==> config.mk <==
export PLATFORM = sky130hd
export DESIGN_NAME = scan_port_mux
export DESIGN_NICKNAME = d
export VERILOG_FILES = /design/src/rtl/scan_pkg.sv /design/src/rtl/scan_tap_fsm.sv /design/src/rtl/scan_instr.sv /design/src/rtl/scan_boundary.sv /design/src/rtl/scan_port_mux.sv
export SDC_FILE = /design/constraint.sdc
export NUM_CORES = 1
export LEC_CHECK = 0
export BUFFER_PORTS_ARGS = -buffer_cell sky130_fd_sc_hd__buf_2
export CAP_MARGIN = 10
export CELL_PAD_IN_SITES_DETAIL_PLACEMENT = 1
export CELL_PAD_IN_SITES_GLOBAL_PLACEMENT = 1
export CORE_MARGIN = 4
export CORE_UTILIZATION = 40
export CTS_CLUSTER_SIZE = 20
export DETAILED_ROUTE_END_ITERATION = 8
export GPL_TIMING_DRIVEN = 0
export PLACE_DENSITY_LB_ADDON = 0.1
export SYNTH_ARGS = -nofsm -noshare
export SYNTH_HDL_FRONTEND = slang
export SYNTH_SLANG_ARGS = --single-unit
==> constraint.sdc <==
create_clock -name sclk_pin -period 3.3 [get_ports sclk_pin]
set_input_delay 0.165 -clock sclk_pin [delete_from_list [all_inputs] [get_ports sclk_pin]]
set_output_delay 0.165 -clock sclk_pin [all_outputs]
set_load 0.005 [all_outputs]
==> src/rtl/scan_pkg.sv <==
`timescale 1ns/1ps
package scan_pkg;

    localparam int IR_W = 4;
    localparam logic [IR_W-1:0] IR_CAPTURE_VAL = 4'b0001;
    localparam logic [IR_W-1:0] OP_EXTEST      = 4'b0000;
    localparam logic [IR_W-1:0] OP_SAMPLE      = 4'b0010;
    localparam logic [IR_W-1:0] OP_BYPASS      = 4'b1111;

    typedef enum logic [3:0] {
        ST_RESET, ST_IDLE,
        ST_SEL_DR, ST_CAP_DR, ST_SHIFT_DR, ST_EXIT1_DR, ST_PAUSE_DR, ST_EXIT2_DR, ST_UPD_DR,
        ST_SEL_IR, ST_CAP_IR, ST_SHIFT_IR, ST_EXIT1_IR, ST_PAUSE_IR, ST_EXIT2_IR, ST_UPD_IR
    } tap_state_e;

    typedef enum logic [1:0] {DR_BYPASS, DR_SAMPLE, DR_EXTEST} dr_path_e;

    function automatic tap_state_e tap_next(tap_state_e s, logic m);
        case (s)
            ST_RESET:    return m ? ST_RESET    : ST_IDLE;
            ST_IDLE:     return m ? ST_SEL_DR   : ST_IDLE;
            ST_SEL_DR:   return m ? ST_SEL_IR   : ST_CAP_DR;
            ST_CAP_DR:   return m ? ST_EXIT1_DR : ST_SHIFT_DR;
            ST_SHIFT_DR: return m ? ST_EXIT1_DR : ST_SHIFT_DR;
            ST_EXIT1_DR: return m ? ST_UPD_DR   : ST_PAUSE_DR;
            ST_PAUSE_DR: return m ? ST_EXIT2_DR : ST_PAUSE_DR;
            ST_EXIT2_DR: return m ? ST_UPD_DR   : ST_SHIFT_DR;
            ST_UPD_DR:   return m ? ST_SEL_DR   : ST_IDLE;
            ST_SEL_IR:   return m ? ST_RESET    : ST_CAP_IR;
            ST_CAP_IR:   return m ? ST_EXIT1_IR : ST_SHIFT_IR;
            ST_SHIFT_IR: return m ? ST_EXIT1_IR : ST_SHIFT_IR;
            ST_EXIT1_IR: return m ? ST_UPD_IR   : ST_PAUSE_IR;
            ST_PAUSE_IR: return m ? ST_EXIT2_IR : ST_PAUSE_IR;
            ST_EXIT2_IR: return m ? ST_UPD_IR   : ST_SHIFT_IR;
            ST_UPD_IR:   return m ? ST_SEL_DR   : ST_IDLE;
            default:     return ST_RESET;
        endcase
    endfunction

    function automatic dr_path_e decode_op(logic [IR_W-1:0] op);
        case (op)
            OP_EXTEST: return DR_EXTEST;
            OP_SAMPLE: return DR_SAMPLE;
            default:   return DR_BYPASS;
        endcase
    endfunction

    function automatic logic in_shift(tap_state_e s);
        return (s == ST_SHIFT_DR) || (s == ST_SHIFT_IR);
    endfunction

endpackage

==> src/rtl/scan_tap_fsm.sv <==
`timescale 1ns/1ps
module scan_tap_fsm
    import scan_pkg::*;
(
    input  logic       tck,
    input  logic       rst_n,
    input  logic       park,
    input  logic       tms,
    output tap_state_e state
);

    always_ff @(posedge tck or negedge rst_n) begin
        if (!rst_n)    state <= ST_RESET;
        else if (park) state <= ST_RESET;
        else           state <= tap_next(state, tms);
    end

    // checker: consecutive mode-high edges seen so far
    logic [2:0] ones_cnt;
    always_ff @(posedge tck or negedge rst_n) begin
        if (!rst_n)             ones_cnt <= '0;
        else if (!tms)          ones_cnt <= '0;
        else if (ones_cnt != 3'd5) ones_cnt <= ones_cnt + 3'd1;
    end

    assert_reset_walk_R5: assert property (@(posedge tck) disable iff (!rst_n)
        (tms && ones_cnt >= 3'd4) |=> (state == ST_RESET));

    assert_park_hold_R3: assert property (@(posedge tck) disable iff (!rst_n)
        park |=> (state == ST_RESET));

endmodule

==> src/rtl/scan_instr.sv <==
`timescale 1ns/1ps
module scan_instr
    import scan_pkg::*;
(
    input  logic       tck,
    input  logic       rst_n,
    input  logic       park,
    input  tap_state_e state,
    input  logic       tdi,
    output logic       ir_lsb,
    output dr_path_e   path
);

    logic [IR_W-1:0] ir_sr;
    logic [IR_W-1:0] ir_q;

    always_ff @(posedge tck or negedge rst_n) begin
        if (!rst_n) begin
            ir_sr <= IR_CAPTURE_VAL;
            ir_q  <= OP_BYPASS;
        end else begin
            if (park || state == ST_RESET) ir_q <= OP_BYPASS;
            else if (state == ST_UPD_IR)   ir_q <= ir_sr;
            if (state == ST_CAP_IR)        ir_sr <= IR_CAPTURE_VAL;
            else if (state == ST_SHIFT_IR) ir_sr <= {tdi, ir_sr[IR_W-1:1]};
        end
    end

    assign ir_lsb = ir_sr[0];
    assign path   = (state == ST_RESET) ? DR_BYPASS : decode_op(ir_q);

    assert_ir_capture_R6: assert property (@(posedge tck) disable iff (!rst_n)
        (state == ST_CAP_IR) |=> (ir_sr == IR_CAPTURE_VAL));

endmodule

==> src/rtl/scan_boundary.sv <==
`timescale 1ns/1ps
module scan_boundary
    import scan_pkg::*;
#(
    parameter int NUM_BIDIR = 4,
    parameter int NUM_INPUT = 2
) (
    input  logic                 tck,
    input  logic                 rst_n,
    input  tap_state_e           state,
    input  dr_path_e             path,
    input  logic                 tdi,
    input  logic [NUM_BIDIR-1:0] pad_in,
    input  logic [NUM_BIDIR-1:0] core_out,
    input  logic [NUM_BIDIR-1:0] core_oe,
    input  logic [NUM_INPUT-1:0] in_pad,
    output logic                 chain_lsb,
    output logic [NUM_BIDIR-1:0] upd_out,
    output logic [NUM_BIDIR-1:0] upd_oe
);

    localparam int CHAIN_LEN = 3 * NUM_BIDIR + NUM_INPUT;

    logic [CHAIN_LEN-1:0] cap_vec;
    logic [CHAIN_LEN-1:0] chain_q;

    for (genvar i = 0; i < NUM_BIDIR; i++) begin : g_bidir
        assign cap_vec[3*i]   = pad_in[i];
        assign cap_vec[3*i+1] = core_out[i];
        assign cap_vec[3*i+2] = core_oe[i];
    end
    for (genvar j = 0; j < NUM_INPUT; j++) begin : g_inonly
        assign cap_vec[3*NUM_BIDIR+j] = in_pad[j];
    end

    always_ff @(posedge tck or negedge rst_n) begin
        if (!rst_n) begin
            chain_q <= '0;
        end else if (path != DR_BYPASS) begin
            if (state == ST_CAP_DR)        chain_q <= cap_vec;
            else if (state == ST_SHIFT_DR) chain_q <= {tdi, chain_q[CHAIN_LEN-1:1]};
        end
    end

    always_ff @(posedge tck or negedge rst_n) begin
        if (!rst_n) begin
            upd_out <= '0;
            upd_oe  <= '0;
        end else if (state == ST_UPD_DR && path != DR_BYPASS) begin
            for (int i = 0; i < NUM_BIDIR; i++) begin
                upd_out[i] <= chain_q[3*i+1];
                upd_oe[i]  <= chain_q[3*i+2];
            end
        end
    end

    assign chain_lsb = chain_q[0];

    for (genvar i = 0; i < NUM_BIDIR; i++) begin : g_chk
        assert_latch_load_R9: assert property (@(posedge tck) disable iff (!rst_n)
            (state == ST_UPD_DR && path != DR_BYPASS) |=>
            (upd_out[i] == $past(chain_q[3*i+1]) && upd_oe[i] == $past(chain_q[3*i+2])));
    end

endmodule

==> src/rtl/scan_port_mux.sv <==
`timescale 1ns/1ps
module scan_port_mux
    import scan_pkg::*;
#(
    parameter int NUM_BIDIR = 4,
    parameter int NUM_INPUT = 2
) (
    input  logic                 sclk_pin,
    input  logic                 tap_rst_n,
    input  logic                 sel_pin,
    input  logic                 mode_pin,
    input  logic                 din_pin,
    output logic                 dout_pin,
    output logic                 dout_oe,
    output logic                 prg_clk,
    output logic                 prg_mode,
    output logic                 prg_din,
    input  logic                 prg_dout,
    input  logic [NUM_BIDIR-1:0] core_out,
    input  logic [NUM_BIDIR-1:0] core_oe,
    input  logic [NUM_BIDIR-1:0] pad_in,
    input  logic [NUM_INPUT-1:0] in_pad,
    output logic [NUM_BIDIR-1:0] pad_out,
    output logic [NUM_BIDIR-1:0] pad_oe
);

    logic       park;
    logic       tms_t;
    tap_state_e tap_st;
    dr_path_e   path;
    logic       ir_lsb;
    logic       chain_lsb;
    logic       byp_q;
    logic       tdo_next;
    logic       tdo_q;
    logic       tdo_oe_q;
    logic [NUM_BIDIR-1:0] upd_out;
    logic [NUM_BIDIR-1:0] upd_oe;

    // pin steering
    assign park     = !sel_pin;
    assign tms_t    = sel_pin ? mode_pin : 1'b1;
    assign prg_clk  = park & sclk_pin;
    assign prg_mode = park & mode_pin;
    assign prg_din  = park & din_pin;

    scan_tap_fsm u_fsm (
        .tck   (sclk_pin),
        .rst_n (tap_rst_n),
        .park  (park),
        .tms   (tms_t),
        .state (tap_st)
    );

    scan_instr u_ir (
        .tck    (sclk_pin),
        .rst_n  (tap_rst_n),
        .park   (park),
        .state  (tap_st),
        .tdi    (din_pin),
        .ir_lsb (ir_lsb),
        .path   (path)
    );

    scan_boundary #(
        .NUM_BIDIR (NUM_BIDIR),
        .NUM_INPUT (NUM_INPUT)
    ) u_bsr (
        .tck       (sclk_pin),
        .rst_n     (tap_rst_n),
        .state     (tap_st),
        .path      (path),
        .tdi       (din_pin),
        .pad_in    (pad_in),
        .core_out  (core_out),
        .core_oe   (core_oe),
        .in_pad    (in_pad),
        .chain_lsb (chain_lsb),
        .upd_out   (upd_out),
        .upd_oe    (upd_oe)
    );

    always_ff @(posedge sclk_pin or negedge tap_rst_n) begin
        if (!tap_rst_n)                 byp_q <= 1'b0;
        else if (tap_st == ST_CAP_DR)   byp_q <= 1'b0;
        else if (tap_st == ST_SHIFT_DR) byp_q <= din_pin;
    end

    always_comb begin
        if (tap_st == ST_SHIFT_IR)   tdo_next = ir_lsb;
        else if (path == DR_BYPASS)  tdo_next = byp_q;
        else                         tdo_next = chain_lsb;
    end

    always_ff @(negedge sclk_pin or negedge tap_rst_n) begin
        if (!tap_rst_n) begin
            tdo_q    <= 1'b0;
            tdo_oe_q <= 1'b0;
        end else begin
            tdo_q    <= tdo_next;
            tdo_oe_q <= in_shift(tap_st);
        end
    end

    assign dout_pin = sel_pin ? tdo_q    : prg_dout;
    assign dout_oe  = sel_pin ? tdo_oe_q : 1'b1;

    for (genvar i = 0; i < NUM_BIDIR; i++) begin : g_pad
        assign pad_out[i] = (path == DR_EXTEST) ? upd_out[i] : core_out[i];
        assign pad_oe[i]  = sel_pin & ((path == DR_EXTEST) ? upd_oe[i] : core_oe[i]);
    end

    assert_tdo_quiet_R10: assert property (@(posedge sclk_pin) disable iff (!tap_rst_n)
        !in_shift(tap_st) |-> !tdo_oe_q);

    assert_bypass_zero_R7: assert property (@(posedge sclk_pin) disable iff (!tap_rst_n)
        (tap_st == ST_CAP_DR) |=> !byp_q);

endmodule

# Yosys cells after proc, flatten, opt, wreduce, memory -nomap -nowiden
# Cells that the tools add are included.
op_classes:
  n_eq_ne: 17
  n_bitwise: 7
  muxes: 37
  reduce_logical: 15
op_table:
  columns: ["cell", "count"]
  rows:
  - ["case mux 4 bit (12 select lines)", 1]
  - ["two-way mux 4 bit", 9]
  - ["== test 4 bit (second input constant)", 8]
  - ["two-way mux 14 bit", 2]
  - ["two-way mux 1 bit", 18]
  - ["== test 4 x 3 -> 1 bit (second input constant)", 4]
  - ["== test 4 x 2 -> 1 bit (second input constant)", 3]
  - ["logical NOT 4 bit", 2]
  - ["two-way mux 2 bit", 4]
  - ["nonzero test 2 bit", 4]
  - ["bitwise AND 1 bit", 7]
  - ["two-way mux 3 bit", 2]
  - ["== test 4 x 1 -> 1 bit (second input constant)", 1]
  - ["case mux 2 bit (2 select lines)", 1]
  - ["OR reduction 2 bit", 2]
  - ["OR reduction 3 bit", 1]
  - ["== test 2 bit (second input constant)", 1]
  - ["logical NOT 2 bit", 1]
  - ["logical OR 1 bit", 2]
  - ["AND reduction 2 bit", 1]
  - ["logical AND 1 bit", 1]
  - ["logical NOT 1 bit", 1]
word_totals:
  wordCells: 85
  out_inout_bits: 13
  register_bits: 37

# Depth between registers and ports, before layout
depth:
  depth_word: 6
  depth_mapped: 6
  ltp_nobuf: 3

# By module
# A second synthesis with hierarchy kept.
unflattened:
  hier_cells: 177
  hier_area_um2: 2098.3
modules_own_cells:
  columns: ["mod", "n_inst", "seq_area_each_um2", "cells_each", "area_each_um2"]
  rows:
  - ["scan_boundary", 1, 550.5, 68, 1089.8]
  - ["scan_instr", 1, 206.4, 35, 375.4]
  - ["scan_tap_fsm", 1, 100.1, 38, 321.6]
  - ["scan_port_mux", 1, 75.1, 36, 311.5]

==> impl_metrics.json <==
{
  "max-cap-violations": 0,
  "cp-endpoint": "tdo_q$_DFF_NN0_",
  "peakVddDrop_mv": 0.234,
  "post-place-cells": 280,
  "grt_max_degree": 38,
  "drt-total-wl_mm": 5.35,
  "utilization_pct": 49.9,
  "crit_family": "simple AND/OR/NAND/NOR gates",
  "r2r_slack_ns": 0.15,
  "initial_core_util_pct": 41.8,
  "antenna_found_initial": 0,
  "path_buf_inv": 1,
  "async_flop_share_pct": 100,
  "grt_pass1_wl_mm": 8.91,
  "worst-path-stages": 4,
  "holdWs_ns": 0.0758,
  "cts_setup_buffers": 0,
  "dp_hpwl_mm": 3.74,
  "reg2reg_depth": 4,
  "grt.overflow.total": 0,
  "via_count": 1638,
  "placementRows": 25,
  "clkTransAtPathRegs_ns": 0.08,
  "timing.rr.end": "tdo_q$_DFF_NN0_",
  "cpPeakStageDelay_ns": 0.55,
  "fill_cells": 545,
  "die_x_um": 78.7,
  "rr_startpoint": "u_fsm.state[1]$_DFF_PN0_",
  "criticalPathCategory": "flip-flop to flip-flop",
  "required_ns": 1.89,
  "final_area_um2": 2390,
  "rsz0062_at_grt": "false",
  "maxSlewViolCount": 0,
  "tightest_slew_ns": 0.872,
  "layout.cells.non_filler": 292,
  "drt_iter0_drc": 99,
  "fp.dieH_um": 78.7,
  "port_buffers": 32,
  "drive_gt1_share_pct": 37.8,
  "synth_edf_count": 0,
  "dp_slack_ns": -0.0920,
  "crit_slowest_cell": "nor4_2",
  "layout.nets": 244,
  "placed_area_um2": 2240,
  "antenna_left": 0,
  "p_leak_nw": 1.09,
  "finalWorstSetupSlack_ns": 0.146,
  "final_cell_mix": "buf_2, dfrtp_1, nand2_1",
  "area_growth_pct": 19.3,
  "crit_chain": "buf_2 -> nor4_2 -> nand3b_1 -> a31oi_1",
  "skew_ns": 0.0288,
  "crit_path_start_kind": "flip-flop",
  "grt_pass1_vias": 1768,
  "syn_area_um2": 2000,
  "place_congestion": 0.806,
  "end_kind": "flip-flop",
  "hp-class": "input port to flip-flop",
  "hold_viol_final": 0,
  "wl_per_cell_um": 18.3,
  "drcViolationCount": 0,
  "synth.ff_latch_count": 37,
  "via_per_inst": 5.61,
  "antenna-diode-count": 0,
  "slew_headroom_pct": 41.9,
  "finalSetupViolations": 0,
  "cts_tree": "done",
  "multiInputGateArea_um2": 977,
  "seq_area_um2": 932,
  "worstPathArrival_ns": 1.75,
  "outcome": "finished clean",
  "synthCells": 181,
  "cp_max_fo": 10,
  "core_um2": 4790,
  "synthFlopType": "dfrtp_1",
  "design.die.area_um2": 6200,
  "grtUsageTotal_pct": 18.7,
  "syn_area_per_cell_um2": 11.1,
  "crit_path_start": "u_fsm.state[1]$_DFF_PN0_",
  "power_density_nw_per_um2": 417,
  "clock_latency_ns": 0.41,
  "ys_seq_area_share_pct": 46.6,
  "synthDistinctLibCells": 40,
  "syn_nets": 201,
  "layout_commonest_cell": "buf_2",
  "pin_count": 33,
  "dr.pass1.iters": 4,
  "yosysWarnings": 0
}
==> flip-flops by register name, indices dropped and copies added, names as in the netlist <==
signal	cells
tdo_q	1
u_ir.ir_q	4
u_bsr.upd_oe	4
u_bsr.chain_q	14
tdo_oe_q	1
byp_q	1
u_fsm.state	4
u_bsr.upd_out	4
u_ir.ir_sr	4
==> report_power, final <==
| group | total, W | internal, W | switching (W) |
|---|---|---|---|
| registers | 0.000473 | 0.000466 | 0.00000740 |
| clock network | 0.000411 | 0.000232 | 0.000179 |
| logic | 0.000111 | 0.0000444 | 0.0000667 |
| total | 0.000996 | 0.000743 | 0.000254 |
==> area by class of cell <==
cell class | instances | share of cell area, %
clock buffers | 10 | 4.98
inverters | 4 | 0.629
multi-input cells | 125 | 40.9
clock inverters | 2 | 0.419
repair buffers | 32 | 6.92
plain buffers | 15 | 3.56
well taps | 67 | 3.51
flip-flops and latches | 37 | 39.0
==> stage by stage <==
step	TNS [ns]	total power, W
finish	0	0.000996
floorplan	0	0.000547
global route	0	0.00105
global placement	-0.0812	0.000597
detailed placement	-0.0920	0.000604
CTS	0	0.00101
==> cell families after synthesis <==
kind of cell,after synthesis,share of synthesized area [%]
multiplexers,22,11.8
XOR/XNOR,1,0.438
AO/OA/AOI/OAI,52,22.0
flip-flops,37,46.6
buffers and inverters,19,4.88
AND/OR/NAND/NOR,50,14.3
==> timing repair <==
action                                  CTS  global route
hold buffers                              1             0
cloned                                    0             0
gates resized for setup                   2             2
hold endpoints to repair                 30             0
endpoints found under the setup margin    1             1
==> worst min path at each step <==
| stage | start | to | slack, ns | depth (start not counted) |
|---|---|---|---|---|
| 5_1_grt | sel_pin | u_fsm.state[3]$_DFF_PN0_ | 0.08 | 3 |
| 4_1_cts | sel_pin | u_fsm.state[3]$_DFF_PN0_ | 0.07 | 3 |
| 3_3_place_gp | tap_rst_n | u_fsm.state[2]$_DFF_PN0_ | 0.30 | 1 |
| 2_1_floorplan | tap_rst_n | byp_q$_DFFE_PN0P_ | -0.13 | 0 |
| 6_report | sel_pin | u_fsm.state[3]$_DFF_PN0_ | 0.08 | 3 |
| 3_5_place_dp | tap_rst_n | u_fsm.state[2]$_DFF_PN0_ | 0.33 | 1 |
==> cell usage after synthesis, types with 4 or more instances <==
library cell / instances / area (um^2)
clkbuf_1: 9 / 33.8
a2bb2oi_1: 5 / 43.8
mux2_2: 13 / 146
nor2_1: 4 / 15.0
dfstp_2: 5 / 131
dfrtp_1: 30 / 751
inv_1: 4 / 15.0
nor2b_1: 6 / 37.5
a31oi_1: 4 / 25.0
a2bb2oi_2: 10 / 150
o21ai_0: 8 / 40.0
nand2_1: 21 / 78.8
o22ai_1: 15 / 93.8
mux2i_1: 9 / 90.1
==> tightest hold or removal path: cells and delay by family <==
family	cells	cell delay, ns
AO/OA/AOI/OAI	2	0.13
buffers and inverters	1	0.14
==> routing by layer <==
layer | vias to the layer above | wire length [um] | track usage (%)
met3 | 12 | 212 | 4.99
li1 | 757 | - | -
met5 | - | 0 | 0
met1 | 824 | 2470 | 24.9
met4 | 0 | 130 | 9.27
met2 | 45 | 2530 | 28.3
(Power assumes the default switching activity.)
